**config.mk**
```make
export PLATFORM = sky130hd
export DESIGN_NAME = ir_dma_req
export DESIGN_NICKNAME = d
export VERILOG_FILES = /design/src/rtl/ir_dma_pkg.sv /design/src/rtl/ir_dma_thresh.sv /design/src/rtl/ir_dma_fair.sv /design/src/rtl/ir_dma_route.sv /design/src/rtl/ir_dma_req.sv
export SDC_FILE = /design/constraint.sdc
export NUM_CORES = 1
export LEC_CHECK = 0
export BUFFER_PORTS_ARGS = -buffer_cell sky130_fd_sc_hd__buf_2
export CORE_UTILIZATION = 45
export DETAILED_ROUTE_END_ITERATION = 8
export GPL_ROUTABILITY_DRIVEN = 0
export PLACE_DENSITY = 0.73
export SYNTH_ARGS = -nofsm -noshare
export SYNTH_HDL_FRONTEND = slang
export SYNTH_HIERARCHICAL = 1
export SYNTH_SLANG_ARGS = --single-unit
export TNS_END_PERCENT = 50
```
**constraint.sdc**
```tcl
create_clock -name clk -period 2.25 [get_ports clk]
set_input_delay 0.225 -clock clk [delete_from_list [all_inputs] [get_ports clk]]
set_output_delay 0.225 -clock clk [all_outputs]
set_load 0.01 [all_outputs]
```
**src/rtl/ir_dma_pkg.sv**
```systemverilog
package ir_dma_pkg;

  typedef enum logic {
    CH_RX = 1'b0,
    CH_TX = 1'b1
  } dma_owner_e;

  typedef struct packed {
    logic rx_from_tx;
    logic tx_line_en;
  } loop_route_t;

  // Number of system clocks in 10.5 us, from the clock rate in kHz.
  function automatic int fair_cycles(input int clk_khz);
    return (clk_khz * 105) / 10000;
  endfunction

endpackage

```
**src/rtl/ir_dma_thresh.sv**
```systemverilog
module ir_dma_thresh #(
  parameter int DEPTH_SMALL = 16,
  parameter int DEPTH_LARGE = 32,
  parameter int RX_THR_LO   = 4,
  parameter int RX_THR_HI   = 10,
  parameter int TX_THR_S0   = 13,
  parameter int TX_THR_S1   = 7,
  parameter int TX_THR_L0   = 23,
  parameter int TX_THR_L1   = 13,
  parameter int LVL_W       = $clog2(DEPTH_LARGE + 1)
) (
  input  logic [LVL_W-1:0] rx_level,
  input  logic [LVL_W-1:0] tx_level,
  input  logic             deep,
  input  logic             thr_sel,
  output logic             rx_hit,
  output logic             tx_hit
);

  localparam logic [LVL_W-1:0] D_S  = LVL_W'(DEPTH_SMALL);
  localparam logic [LVL_W-1:0] D_L  = LVL_W'(DEPTH_LARGE);
  localparam logic [LVL_W-1:0] R_LO = LVL_W'(RX_THR_LO);
  localparam logic [LVL_W-1:0] R_HI = LVL_W'(RX_THR_HI);

  logic [LVL_W-1:0] depth;
  logic [LVL_W-1:0] rx_thr;
  logic [LVL_W-1:0] tx_thr;
  logic [LVL_W-1:0] tx_free;

  // One transmit table per depth; the depth bit picks a row.
  logic [LVL_W-1:0] tx_row [2];
  logic [LVL_W-1:0] tx_row_s [2];

  for (genvar g = 0; g < 2; g++) begin : g_tx_row
    localparam int LEV0 = (g == 0) ? TX_THR_S0 : TX_THR_L0;
    localparam int LEV1 = (g == 0) ? TX_THR_S1 : TX_THR_L1;
    assign tx_row[g]   = LVL_W'(LEV0);
    assign tx_row_s[g] = LVL_W'(LEV1);
  end

  always_comb begin
    depth   = deep ? D_L : D_S;
    rx_thr  = thr_sel ? R_HI : R_LO;
    tx_thr  = thr_sel ? tx_row_s[deep] : tx_row[deep];
    tx_free = depth - tx_level;
    rx_hit  = (rx_level >= rx_thr);
    tx_hit  = (tx_free >= tx_thr);
  end

endmodule

```
**src/rtl/ir_dma_fair.sv**
```systemverilog
module ir_dma_fair #(
  parameter int HOLD_CYC = 252,
  parameter int CNT_W    = $clog2(HOLD_CYC + 1)
) (
  input  logic clk,
  input  logic rst,
  input  logic cond,
  input  logic fair_en,
  output logic dreq
);

  localparam logic [CNT_W-1:0] LAST = CNT_W'(HOLD_CYC - 1);

  logic [CNT_W-1:0] run_cnt;
  logic             expire;

  assign expire = dreq && fair_en && (run_cnt == LAST);

  always_ff @(posedge clk) begin
    if (rst) begin
      dreq    <= 1'b0;
      run_cnt <= '0;
    end else if (expire) begin
      dreq    <= 1'b0;
      run_cnt <= '0;
    end else begin
      dreq    <= cond;
      run_cnt <= (dreq && cond && fair_en) ? run_cnt + 1'b1 : '0;
    end
  end

endmodule

```
**src/rtl/ir_dma_route.sv**
```systemverilog
module ir_dma_route
  import ir_dma_pkg::*;
(
  input  logic        clk,
  input  logic        rst,
  input  logic        loop_all,
  input  dma_owner_e  owner,
  output loop_route_t route
);

  loop_route_t route_d;

  always_comb begin
    route_d.rx_from_tx = loop_all;
    route_d.tx_line_en = !loop_all || (owner == CH_TX);
  end

  always_ff @(posedge clk) begin
    if (rst) begin
      route.rx_from_tx <= 1'b0;
      route.tx_line_en <= 1'b1;
    end else begin
      route <= route_d;
    end
  end

endmodule

```
**src/rtl/ir_dma_req.sv**
```systemverilog
module ir_dma_req
  import ir_dma_pkg::*;
#(
  parameter int CLK_KHZ     = 24000,
  parameter int DEPTH_SMALL = 16,
  parameter int DEPTH_LARGE = 32,
  parameter int RX_THR_LO   = 4,
  parameter int RX_THR_HI   = 10,
  parameter int TX_THR_S0   = 13,
  parameter int TX_THR_S1   = 7,
  parameter int TX_THR_L0   = 23,
  parameter int TX_THR_L1   = 13,
  parameter int LVL_W       = $clog2(DEPTH_LARGE + 1)
) (
  input  logic             clk,
  input  logic             rst,
  input  logic [LVL_W-1:0] rx_level,
  input  logic [LVL_W-1:0] tx_level,
  input  logic             deep,
  input  logic             thr_sel,
  input  logic             fair_off,
  input  logic             chan_tx,
  input  logic             loop_all,
  output logic             dreq,
  output logic             rx_from_tx,
  output logic             tx_line_en
);

  localparam int HOLD_CYC = fair_cycles(CLK_KHZ);

  logic        rx_hit;
  logic        tx_hit;
  logic        cond;
  dma_owner_e  owner;
  loop_route_t route;

  assign owner = dma_owner_e'(chan_tx);

  ir_dma_thresh #(
    .DEPTH_SMALL (DEPTH_SMALL),
    .DEPTH_LARGE (DEPTH_LARGE),
    .RX_THR_LO   (RX_THR_LO),
    .RX_THR_HI   (RX_THR_HI),
    .TX_THR_S0   (TX_THR_S0),
    .TX_THR_S1   (TX_THR_S1),
    .TX_THR_L0   (TX_THR_L0),
    .TX_THR_L1   (TX_THR_L1),
    .LVL_W       (LVL_W)
  ) u_thresh (
    .rx_level (rx_level),
    .tx_level (tx_level),
    .deep     (deep),
    .thr_sel  (thr_sel),
    .rx_hit   (rx_hit),
    .tx_hit   (tx_hit)
  );

  assign cond = (owner == CH_TX) ? tx_hit : rx_hit;

  ir_dma_fair #(
    .HOLD_CYC (HOLD_CYC)
  ) u_fair (
    .clk     (clk),
    .rst     (rst),
    .cond    (cond),
    .fair_en (!fair_off),
    .dreq    (dreq)
  );

  ir_dma_route u_route (
    .clk      (clk),
    .rst      (rst),
    .loop_all (loop_all),
    .owner    (owner),
    .route    (route)
  );

  assign rx_from_tx = route.rx_from_tx;
  assign tx_line_en = route.tx_line_en;

endmodule

```
Yosys cells after proc, flatten, opt, wreduce, memory -nomap -nowiden:

Index checks and enable logic that the tools add are counted.

* shift operators: 0
* equal/unequal tests: 1
* magnitude comparators: 3
* bitwise operators: 2
* $mul: 0
* add/sub/neg operators: 2
* reduce and logical (&&, ||, !) cells: 9
* div/mod/pow operators: 0
* multiplexer cells: 10

Operator list (count)
* $mux 6: 6
* $ge 6x6->1: 2
* $add 8x1->8 const B: 1
* $eq 8x8->1 const B: 1
* $mux 4: 2
* $sub 6x6->6: 1
* $mux 5: 1
* $logic_and 1x1->1: 4
* $reduce_or 3->1: 1
* $ge 2x2->1 const B: 1
* $logic_not 1->1: 2
* $not 1->2: 1
* $reduce_or 2->1: 1
* $logic_or 1x1->1: 1
* $mux 1: 1
* $not 1->1: 1

* RAM bits: 0
* memories: 0
* latch bits: 0
* word-level logic and storage cells: 31
* memory bits (read-only): 0
* register bits after elaboration: 11

Depth between registers and ports, before layout:

* depth in word-level cells: 11
* gate-level depth with buffers: 12
* mapped depth without buffers: 12

By module:

Netlist, hierarchy kept.

Modules (own cells, without submodules)
* ir_dma_fair: times used 1, cells each 43, seq. area each 180.2 µm², area each 429.2 µm²
* ir_dma_thresh: times used 1, cells each 37, seq. area each 0.0 µm², area each 284.0 µm²
* ir_dma_route: times used 1, cells each 4, seq. area each 40.0 µm², area each 55.1 µm²
* ir_dma_req: times used 1, cells each 2, seq. area each 0.0 µm², area each 18.8 µm²

Worst setup path after synthesis:

No wires, ideal clock.

* kind: input port to flip-flop
* start point: in tx_level[4]
* end point: reg u_fair.run_cnt[2]
* required time: 2.124 ns
* path buffers: 0
* library setup time: 0.126 ns
* setup slack: 0.081 ns
* arrival time: 2.043 ns
* stages on the path: 11
* path through: inv_1 ha_1 xnor2_1 ha_1 nand3_1 a21oi_1 a2111o_1 mux2_4 and4b_1 o31ai_4 nor2_1

* cells in the longest elaborated chain, start to end: 7

RTL lines
* start, declared: RTL line ir_dma_req.sv:18 `input logic [LVL_W-1:0] tx_level,`
* $sub 6x6->6: RTL line ir_dma_thresh.sv:45 `tx_free = depth - tx_level;`
* $ge 6x6->1: RTL line ir_dma_thresh.sv:47 `tx_hit = (tx_free >= tx_thr);`
* net tx_hit: RTL line ir_dma_req.sv:32 `logic tx_hit;`
* $mux 1: RTL line ir_dma_req.sv:58 `assign cond = (owner == CH_TX) ? tx_hit : rx_hit;`
* net cond: RTL line ir_dma_req.sv:33 `logic cond;`
* $logic_and 1x1->1 (2 in series): RTL line ir_dma_fair.sv:28 `run_cnt <= (dreq && cond && fair_en) ? run_cnt + 1'b1 : '0;`
* $not 1->1 (no line)
* $reduce_or 3->1 (no line)
* end signal, assigned: RTL line ir_dma_fair.sv:28
* end, declared: RTL line ir_dma_fair.sv:14 `logic [CNT_W-1:0] run_cnt;`

The timed path passes the listed nets, and every way through them passes these cells.
A chain may end at the register's enable or synchronous reset.

Worst setup path in the final report:

* start point: in tx_level[1]
* end point: reg u_fair.run_cnt[4]

Same word-level chain as after synthesis.

==> key figures <==
STA
  • Slew @ Worst Pin: 398.3 ps
  • RSZ-0062 raised after global routing: no
  • Clock Skews: 7.381 ps
  • Fin crit period: 2070 ps
  • Final Setup Violations: 0
  • Slew HR: 73.41%
  • Final Max Tran Viols: 0
  • FMAX: 483.1 MHz
  • Setup TNS: 0 ps
  • Setup ws final: 179.9 ps
  • Fin crit share: 92.00%
  • Hold Violations, Final: 0

Yosys
  • Net Count, Synth: 114
  • Synthesized instance count: 86
  • Post-synthesis mux area share: 1.908%
  • Simple logic cell fraction of the synthesized area: 19.71%
  • Synth cell types: 33
  • Seq cells post-synth: 11
  • Synth async-reset ratio: 0%
  • Post-synth top area share: 27.98%
  • Synth warnings: 6
  • Commonest cells in the netlist: 14 x inv_1, 11 x dfxtp_1, 9 x ha_1
  • Xor/xnor cell area share of the yosys netlist: 10.17%
  • Synth Flop Type: dfxtp_1
  • Post-synth EDFFs: 0
  • Main combinational cell family by area after synthesis: simple AND/OR/NAND/NOR gates
  • Synth Area in Compound Gates: 17.81%
  • Area leader, netlist: dfxtp_1
  • Seq/Total Area, Yosys: 27.98%
  • Cell Area, Synth: 787.0 um2
  • Top post-synthesis cells by area: dfxtp_1 28%, ha_1 14%, inv_1 6.7%, xnor2_1 6.7%, xnor2_4 3.5%
  • Area share of fa/ha/maj cells after synthesis: 14.31%
  • Synthesized area per cell: 9.151 um2
  • Most frequent cell after synthesis: inv_1

Clock network
  • CTS root buffer: clkbuf_4
  • CTS Sinks: 11
  • Maximum clock insertion buffer count: 2
  • Skew-Pair Late Insertion Delay: 260 ps
  • Clock transition at path regs: 70 ps
  • H-tree levels: 1
  • CTS buffer count: 3
  • CTS tree: built
  • Hold buffers post-CTS: 0
  • Post-CTS Setup Bufs: 0
  • Post-CTS Resized: 0

Global route
  • Largest net degree at the start of global routing: 10
  • First-pass GRT wire length: 2594 um
  • Antenna violations before repair: 0
  • Vias in the first global route: 649
  • Grt ovf: 0
  • GRT Total Usage: 17.97%

Route
  • Total vias in the final route: 691
  • Routed WL per cell: 10.69 um
  • DRT Pass-1 Iters: 6
  • DRC viols: 1
  • Via-per-instance ratio: 5.275
  • ANT nets after route: 0
  • Initial DRC count: 17
  • Total wire length: 1400 um

Layout
  • Nets: 144
  • Area grow syn2layout: 22.58%
  • Antenna Cells: 0
  • Share of layout cells above drive strength 1: 32.17%
  • Filler cells: 146

Run
  • Max-cap violation count: 0

Worst hold path
  • Worst Hold Class: primary input to flip-flop

Die
  • Chip Height: 43.82 um
  • # rows: 14
  • # IOs: 22
  • Die area: 1920 um2
  • Placeable Area: 1577 um2
  • Initial Util: 49.92%
  • Die Wd: 43.82 um

Placement
  • Port Buffers: 21
  • Dpl hpwl: 1174 um
  • Pre-CTS setup slack: -104.5 ps

Power
  • P per Cell Area: 447.6 nW/um2
  • Max VDD drop: 0.0002979 V
  • Static Leak: 0.4425 nW

Worst setup path
  • Setup crit start kind: primary input
  • CP endpoint kind: flip-flop
  • Required @ worst endpoint: 2390 ps
  • Crit path DAT: 2210 ps
  • Crit Path Class: primary input to flip-flop
  • CP max FO: 6

Run status
  • Status: finished with violations
  • Failing checks: design-rule violations
critical path, stage by stage:
cell      delay (ps)
buf_2            130
inv_1             70
ha_1             160
nand2_1           70
xnor2_1          130
ha_1             310
nand3_1           70
a21oi_1           40
a2111o_1         350
mux2_4           270
and4b_1          210
o31ai_4          100
nor2_1            90
cell usage in the layout, fill, tap and decap left out, types with 2 or more instances in the layout:
master and instances:
nand2_1 3, nand4_1 3, dfxtp_1 11, buf_2 21, xnor2_1 6, o21ai_0 5, nand3_1 2, ha_1 9
nor2_1 7, clkbuf_4 3, a21oi_1 3, inv_1 14, buf_4 5
power by group:
group          switching, W  leakage [nW]  internal (W)
registers        0.00000394        0.0895      0.000200
clock network     0.0000580        0.0150     0.0000683
logic             0.0000471         0.338     0.0000549
stage by stage:
step           power (W)  area, um2  hold WS [ps]  cells  utilization [%]
2_1_floorplan  0.0002658      787.0         296.6     86                -
3_3_place_gp   0.0003055      938.4         432.6    127            59.52
3_5_place_dp   0.0003097      938.4         437.5    127            59.52
4_1_cts        0.0004389      964.7         160.4    131            61.19
5_1_grt        0.0004638      964.7         158.3    131            61.19
6_report       0.0004318      964.7         167.4    131            61.19
metal layers:
layer | GRT usage, % | routed length [um] | up-vias
met5 | 0 | 0 | -
met4 | 9.375 | 10 | 0
met3 | 1.250 | 49 | 2
met2 | 28.06 | 662 | 14
met1 | 24.68 | 678 | 309
li1 | - | - | 366
registers in the layout (all words and copies together), names as in the netlist:
name and flops:
u_fair/dreq 1, u_fair/run_cnt 8, u_route/route 2
kinds of logic after synthesis:
family | count (synthesis)
AOI/OAI and AO/OA | 18
xor gates and xnor gates | 7
adders and majority gates | 9
buffers and inverters | 15
DFF | 11
muxes | 1
and+or+nand+nor | 25
cell type report:
type | instances | area (um2) | area share, %
inverters | 14 | 52.55 | 5.447
clock buffers | 4 | 26.28 | 2.724
repair buffers | 26 | 142.6 | 14.79
well taps | 16 | 20.02 | 2.075
multi-input cells | 60 | 503.0 | 52.14
flip-flops and latches | 11 | 220.2 | 22.83
path summary, 6_finish.rpt:
| check | start | endpoint | slack [ps] | cells after the start |
|---|---|---|---|---|
| worst max-delay path | tx_level[1] | u_fair/run_cnt[4] | 180 | 13 |
| worst min-delay path | rst | u_route/route[1] | 170 | 2 |
| worst max register to register | u_fair/run_cnt[0] | u_fair/run_cnt[4] | 750 | 4 |
| worst min register to register | u_fair/run_cnt[7] | u_fair/run_cnt[7] | 490 | 1 |
(Power assumes the default switching activity.)
